**src/rtl/lmfc_pkg.sv**
```systemverilog
package lmfc_pkg;
   typedef enum logic {
      CAP_FIRST = 1'b0,
      CAP_EVERY = 1'b1
   } cap_mode_e;
endpackage

```
**src/rtl/lmfc_edge_det.sv**
```systemverilog
module lmfc_edge_det #(
   parameter int STAGES = 1
) (
   input  logic clk,
   input  logic rst_n,
   input  logic din,
   output logic rise
);
   if (STAGES < 1) begin : g_bad_stages
      $error("lmfc_edge_det: STAGES must be at least 1");
   end

   logic [STAGES-1:0] stg;
   logic              prev;

   for (genvar i = 0; i < STAGES; i++) begin : g_stage
      if (i == 0) begin : g_first
         always_ff @(posedge clk or negedge rst_n)
            if (!rst_n) stg[0] <= 1'b0;
            else        stg[0] <= din;
      end else begin : g_next
         always_ff @(posedge clk or negedge rst_n)
            if (!rst_n) stg[i] <= 1'b0;
            else        stg[i] <= stg[i-1];
      end
   end

   always_ff @(posedge clk or negedge rst_n)
      if (!rst_n) prev <= 1'b0;
      else        prev <= stg[STAGES-1];

   assign rise = stg[STAGES-1] & ~prev;

   // a detected edge is never followed directly by another one
   p_single_edge_r9: assert property (@(posedge clk) disable iff (!rst_n)
      rise |=> !rise);
endmodule

```
**src/rtl/lmfc_wrap_ctr.sv**
```systemverilog
module lmfc_wrap_ctr #(
   parameter int W = 8
) (
   input  logic         clk,
   input  logic         rst_n,
   input  logic [W-1:0] len_eff,
   input  logic         load,
   input  logic [W-1:0] load_val,
   output logic [W-1:0] cnt,
   output logic         zero
);
   localparam logic [W-1:0] ONE = W'(1);

   logic last;
   assign last = (cnt >= len_eff - ONE);

   always_ff @(posedge clk or negedge rst_n)
      if (!rst_n)    cnt <= '0;
      else if (load) cnt <= load_val;
      else if (last) cnt <= '0;
      else           cnt <= cnt + ONE;

   assign zero = (cnt == '0);

   // a boundary lasts one cycle unless a reload forces a new one
   p_one_wide_r1: assert property (@(posedge clk) disable iff (!rst_n)
      (zero && !load) |=> !zero);
   // the final count of a period is followed by a boundary
   p_wrap_r1: assert property (@(posedge clk) disable iff (!rst_n)
      (cnt == len_eff - ONE && !load) |=> zero);
endmodule

```
**src/rtl/lmfc_cap_ctrl.sv**
```systemverilog
module lmfc_cap_ctrl
   import lmfc_pkg::*;
(
   input  logic      clk,
   input  logic      rst_n,
   input  logic      rise,
   input  cap_mode_e mode,
   output logic      accept,
   output logic      armed
);
   always_ff @(posedge clk or negedge rst_n)
      if (!rst_n)    armed <= 1'b1;
      else if (rise) armed <= 1'b0;

   assign accept = rise & ((mode == CAP_EVERY) | armed);

   // once disarmed, stays disarmed until reset
   p_stay_low_r7: assert property (@(posedge clk) disable iff (!rst_n)
      !armed |=> !armed);
   // disarming is always caused by a detected edge
   p_fall_cause_r7: assert property (@(posedge clk) disable iff (!rst_n)
      $fell(armed) |-> $past(rise));
endmodule

```
**src/rtl/lmfc_sysref_gen.sv**
```systemverilog
module lmfc_sysref_gen
   import lmfc_pkg::*;
#(
   parameter int CNT_W       = 8,
   parameter int SYNC_STAGES = 1
) (
   input  logic             clk,
   input  logic             rst_n,
   input  logic [CNT_W-1:0] mf_len,
   input  logic             cap_every,
   input  logic [CNT_W-1:0] lmfc_ofs,
   input  logic             sysref_in,
   output logic             sysref_out,
   output logic             lmfc_strobe,
   output logic             armed
);
   localparam logic [CNT_W-1:0] MIN_LEN = CNT_W'(2);

   if (CNT_W < 2) begin : g_bad_width
      $error("lmfc_sysref_gen: CNT_W must be at least 2");
   end

   logic [CNT_W-1:0] len_eff, ofs_mod, load_val, gen_cnt, lmfc_cnt;
   logic             rise, accept;
   cap_mode_e        mode;

   assign len_eff  = (mf_len < MIN_LEN) ? MIN_LEN : mf_len;
   assign ofs_mod  = lmfc_ofs % len_eff;
   assign load_val = (ofs_mod == '0) ? '0 : (len_eff - ofs_mod);
   assign mode     = cap_every ? CAP_EVERY : CAP_FIRST;

   lmfc_edge_det #(.STAGES(SYNC_STAGES)) u_edge (
      .clk(clk), .rst_n(rst_n), .din(sysref_in), .rise(rise));

   lmfc_cap_ctrl u_cap (
      .clk(clk), .rst_n(rst_n), .rise(rise), .mode(mode),
      .accept(accept), .armed(armed));

   lmfc_wrap_ctr #(.W(CNT_W)) u_gen (
      .clk(clk), .rst_n(rst_n), .len_eff(len_eff), .load(1'b0),
      .load_val('0), .cnt(gen_cnt), .zero(sysref_out));

   lmfc_wrap_ctr #(.W(CNT_W)) u_lmfc (
      .clk(clk), .rst_n(rst_n), .len_eff(len_eff), .load(accept),
      .load_val(load_val), .cnt(lmfc_cnt), .zero(lmfc_strobe));

   // an accepted edge with zero offset yields a boundary next cycle
   p_realign_r3: assert property (@(posedge clk) disable iff (!rst_n)
      (accept && ofs_mod == '0) |=> lmfc_strobe);
   // a nonzero offset postpones the boundary
   p_offset_r4: assert property (@(posedge clk) disable iff (!rst_n)
      (accept && ofs_mod != '0) |=> !lmfc_strobe);
   // in first-only mode nothing is accepted once disarmed
   p_ignore_r5: assert property (@(posedge clk) disable iff (!rst_n)
      (!cap_every && !armed) |-> !accept);
   // in every-edge mode each detected edge is accepted
   p_every_r6: assert property (@(posedge clk) disable iff (!rst_n)
      (cap_every && rise) |-> accept);
   // reduced offset always lies inside the multiframe
   p_ofs_range_r4: assert property (@(posedge clk) disable iff (!rst_n)
      ofs_mod < len_eff);
endmodule

```
**config.mk**
```make
export PLATFORM = sky130hd
export DESIGN_NAME = lmfc_sysref_gen
export DESIGN_NICKNAME = d
export VERILOG_FILES = /design/src/rtl/lmfc_pkg.sv /design/src/rtl/lmfc_edge_det.sv /design/src/rtl/lmfc_wrap_ctr.sv /design/src/rtl/lmfc_cap_ctrl.sv /design/src/rtl/lmfc_sysref_gen.sv
export SDC_FILE = /design/constraint.sdc
export NUM_CORES = 1
export LEC_CHECK = 0
export BUFFER_PORTS_ARGS = -buffer_cell sky130_fd_sc_hd__buf_2
export CELL_PAD_IN_SITES_DETAIL_PLACEMENT = 1
export CELL_PAD_IN_SITES_GLOBAL_PLACEMENT = 2
export CORE_UTILIZATION = 41
export DETAILED_ROUTE_END_ITERATION = 12
export GPL_TIMING_DRIVEN = 0
export PLACE_DENSITY = 0.9
export SYNTH_ARGS = -nofsm -noshare
export SYNTH_HDL_FRONTEND = slang
export SYNTH_HIERARCHICAL = 1
export SYNTH_SLANG_ARGS = --single-unit
```
**constraint.sdc**
```tcl
create_clock -name clk -period 4.6 [get_ports clk]
set_clock_uncertainty 0.1 [all_clocks]
set_input_delay 0.46 -clock clk [delete_from_list [all_inputs] [get_ports clk]]
set_output_delay 0.46 -clock clk [all_outputs]
set_load 0.02 [all_outputs]
```
==> summary.json <==
{
  "status": {
    "outcome": "finished, violations left",
    "failed_checks": "negative setup slack"
  },
  "global_route": {
    "grt_first_pass_wirelength_microns": 23700,
    "antenna_violations_before_repair": 0,
    "largest_net_degree_at_the_start_of_global_routing": 20,
    "via_count_of_the_first_global_routing_pass": 4530,
    "global_route.usage.total_pct": 30.3,
    "globalRoute.totalOverflow": 0
  },
  "synth": {
    "sequential_to_total_area_share_from_yosys_stat_pct": 12.2,
    "synth_edf_count": 0,
    "mappedNetlistArea_sq_um": 3900,
    "postSynthAreaPerCell_sq_um": 7.95,
    "async_reset_ff_share_pct": 100,
    "synthDistinctLibCells": 69,
    "synthesis.instances": 491,
    "ys_dominant_reg_cell": "sky130_fd_sc_hd__dfrtp_1",
    "ys_ff_latch": 19,
    "yosys_warnings": 6
  },
  "clock_tree": {
    "clock_path_buffers": 2,
    "worst_skew_pair.late_latency_ps": 250,
    "cts_tree": "done",
    "cts_hold_buffers": 0,
    "clockRootBuffer": "sky130_fd_sc_hd__clkbuf_8",
    "cts_buffers": 3,
    "htree_levels": 1,
    "clk_transition_reported_paths_ps": 60,
    "cts.sink_count": 19
  },
  "sta": {
    "upper_clock_frequency_limit_ghz": 0.0822,
    "rsz0062_at_grt": "true",
    "tightest_pin_transition_ps": 683,
    "timing.final.ws_setup_ps": -7570,
    "hold_violations": 0,
    "period_needed_ps": 12170,
    "portion_of_the_clock_cycle_consumed_by_the_worst_path_in_the_final_layout_pct": 265,
    "slew-limit-headroom_pct": 54.4,
    "slew_violations": 0,
    "finalSetupViolations": 8
  },
  "detailed_routing": {
    "dr.pass1.iters": 5,
    "routed_wirelength_microns": 19000,
    "final_antenna_net_count": 0,
    "via_per_inst": 6.22,
    "iteration_0_drc_markers": 315,
    "num_vias": 4698,
    "drcViolationCount": 0,
    "wl_per_cell_microns": 25.2
  },
  "setup_path": {
    "worst_ep_arrival_time_ps": 12190,
    "criticalPathCategory": "primary input to register",
    "cpMaxStageDelayCell": "sky130_fd_sc_hd__or4b_4",
    "endpoint_kind": "register",
    "critPathRequiredTime_ps": 4620,
    "worstRegToRegCells": 6,
    "worst_r2r_startpoint": "u_gen/cnt[0]",
    "startpoint_type_of_the_worst_setup_path": "primary input",
    "regToRegEndpoint": "u_gen/cnt[4]",
    "ff_to_ff_setup_slack_ps": 2690,
    "worst_path_max_stage_delay_ps": 490,
    "timing.critical_path.fanout_max": 8
  },
  "placed_design": {
    "place_hpwl_microns": 8900,
    "number_of_cells_in_the_design_after_placement": 649,
    "detailedPlace.worstSlack_ps": -8380,
    "placement.io_buffers": 21,
    "place_congestion": 0.819
  },
  "floorplan": {
    "die-height_microns": 99.6,
    "placeableCoreArea_sq_um": 9240,
    "core.rowCount": 35,
    "num_io_pins": 23,
    "die_area_sq_um": 9920,
    "floorplan.initialDensity_pct": 42.3,
    "chipWidth_microns": 99.6
  },
  "pwr": {
    "power.density_nw_per_um2": 371,
    "clockPowerShare_pct": 5.0,
    "static-leakage-power_nw": 2.53,
    "p_switching_mw": 1.11,
    "intPower_mw": 1.12,
    "sw_frac_of_total_pct": 49.7,
    "vdd_ir_drop_max_mv": 0.304,
    "relative_contribution_of_combinational_cells_to_total_power_pct": 82.8,
    "proportion_of_power_drawn_by_flip_flops_and_latches_pct": 12.2
  },
  "min_path": {
    "worst_min_delay_path_class": "primary input to asynchronous set/reset pin"
  },
  "layout": {
    "drive_above_1_share_pct": 43.1,
    "finish.cell_count_without_fillers": 755,
    "num_antenna_cells": 0,
    "design.final.nets": 712,
    "synthToLayoutAreaGrowth_pct": 54.1
  },
  "run": {
    "max_cap_violations": 0
  }
}
## power by group through the flow
stage,registers (mW),clock network (mW),logic (mW)
floorplan,0.255,0,0.961
global placement,0.274,0,1.15
detailed placement,0.275,0,1.19
CTS,0.273,0.116,1.49
global route,0.280,0.122,1.95
finish,0.272,0.112,1.85
## Yosys cell counts, types with 4 or more instances
library cell               count  area [sq um]
sky130_fd_sc_hd__nand2_1      53           199
sky130_fd_sc_hd__clkbuf_1     14          52.6
sky130_fd_sc_hd__nor2_1       42           158
sky130_fd_sc_hd__nor3_1       24           120
sky130_fd_sc_hd__o21ai_1       9          45.0
sky130_fd_sc_hd__nand2b_1      4          25.0
sky130_fd_sc_hd__or3_1         6          37.5
sky130_fd_sc_hd__o21ai_2       9          78.8
sky130_fd_sc_hd__a21oi_1      18          90.1
sky130_fd_sc_hd__mux2_2        4          45.0
sky130_fd_sc_hd__nand3_1       9          45.0
sky130_fd_sc_hd__nor2b_1       6          37.5
sky130_fd_sc_hd__a21o_1       12          90.1
sky130_fd_sc_hd__inv_1        29           109
sky130_fd_sc_hd__mux2i_1       5          50.1
sky130_fd_sc_hd__o21a_1       14           105
sky130_fd_sc_hd__nor4_1        6          37.5
sky130_fd_sc_hd__xor2_1       20           175
sky130_fd_sc_hd__o21ai_0      22           110
sky130_fd_sc_hd__ha_1         63           788
sky130_fd_sc_hd__xnor2_1      26           228
sky130_fd_sc_hd__o211ai_1      5          37.5
sky130_fd_sc_hd__dfrtp_1      18           450
## layer usage
layer	share of wire, %	GRT usage (%)	up-vias
met1	38	35.1	2285
met2	49	56.8	257
met3	5.4	3.65	113
li1	-	-	2043
met4	7.1	11.0	0
met5	0	0	-
## layout make-up
class	instances	area, sq um
Timing Repair Buffer	124	927
Clock buffer	4	45.0
Inverter	29	109
Fill cell	1027	3220
Multi-Input combinational cell	433	4170
Buffer	17	125
Sequential cell	19	477
Tap cell	129	161
## logic make-up (layout without fill, tap and decap cells)
kind of cell,Yosys count,in the layout,synth area share (%)
AO/OA/AOI/OAI,133,133,27.1
AND/OR/NAND/NOR,171,171,21.6
XOR/XNOR,46,46,10.3
buffers and inverters,47,174,5.03
adder cells (fa/ha/maj),65,65,21.2
multiplexers,9,9,2.44
other,1,9,0.0960
flip-flops,19,19,12.2
## timing repair
item                                    CTS  global route
resized for setup                        76            54
pin swaps                                48            52
endpoints found under the setup margin    8             8
setup buffers                            69            35
## worst max-delay path by stage
stage | startpoint | end | slack (ps) | depth (start not counted)
4_1_cts | mf_len[4] | u_lmfc/cnt[7] | -6580 | 55
5_1_grt | mf_len[2] | u_lmfc/cnt[6] | -7810 | 56
6_report | mf_len[2] | u_lmfc/cnt[7] | -7570 | 57
2_1_floorplan | mf_len[4] | u_lmfc/cnt[7] | -6670 | 58
3_5_place_dp | mf_len[7] | u_lmfc/cnt[7] | -8380 | 57
3_3_place_gp | mf_len[7] | u_lmfc/cnt[7] | -8170 | 58
## per-stage QoR
step                      util (%)  TNS, ps  cell area [sq um]  power (mW)  hold WS, ps
final                         65.1   -58770               6020        2.23         40.1
after global routing          65.1   -60650               6020        2.35         62.6
after CTS                     59.6   -50430               5510        1.88         46.2
after detailed placement      48.5   -64340               4480        1.46          277
after global placement        48.5   -62780               4480        1.42          274
after floorplan                  -   -50410               4210        1.22         64.4
## state kept, by name, indices dropped and copies added, names as in the netlist
name and count:
u_lmfc/cnt 8, u_edge/stg 1, u_edge/prev 1, u_cap/armed 1
u_gen/cnt 8
## layout by cell type (no fill, tap or decap), drive strengths merged, types with 3 or more instances in the layout
cell / n
buf: 129
ha: 63
nand2: 53
nor2: 43
o21ai: 40
inv: 29
xnor2: 26
nor3: 24
xor2: 20
a21oi: 19
dfrtp: 18
clkbuf: 16
o21a: 14
a21o: 12
nand3: 9
conb: 9
nor2b: 7
o31ai: 6
or3: 6
nand2b: 6
nor4: 6
o211ai: 5
a2111oi: 5
mux2i: 5
a31oi: 5
mux2: 4
a211oi: 4
nor4b: 3
a221oi: 3
o221a: 3
and3: 3
or4b: 3
## critical path: cells and delay by family
kind                       cells  cell delay (ps)
and+or+nand+nor               16             3190
buffers and inverters          7              990
AOI/OAI and AO/OA             23             4810
muxes                          1              300
xor gates and xnor gates       2              380
adders and majority gates      8             2010
Power figures use the tool's default switching activity.
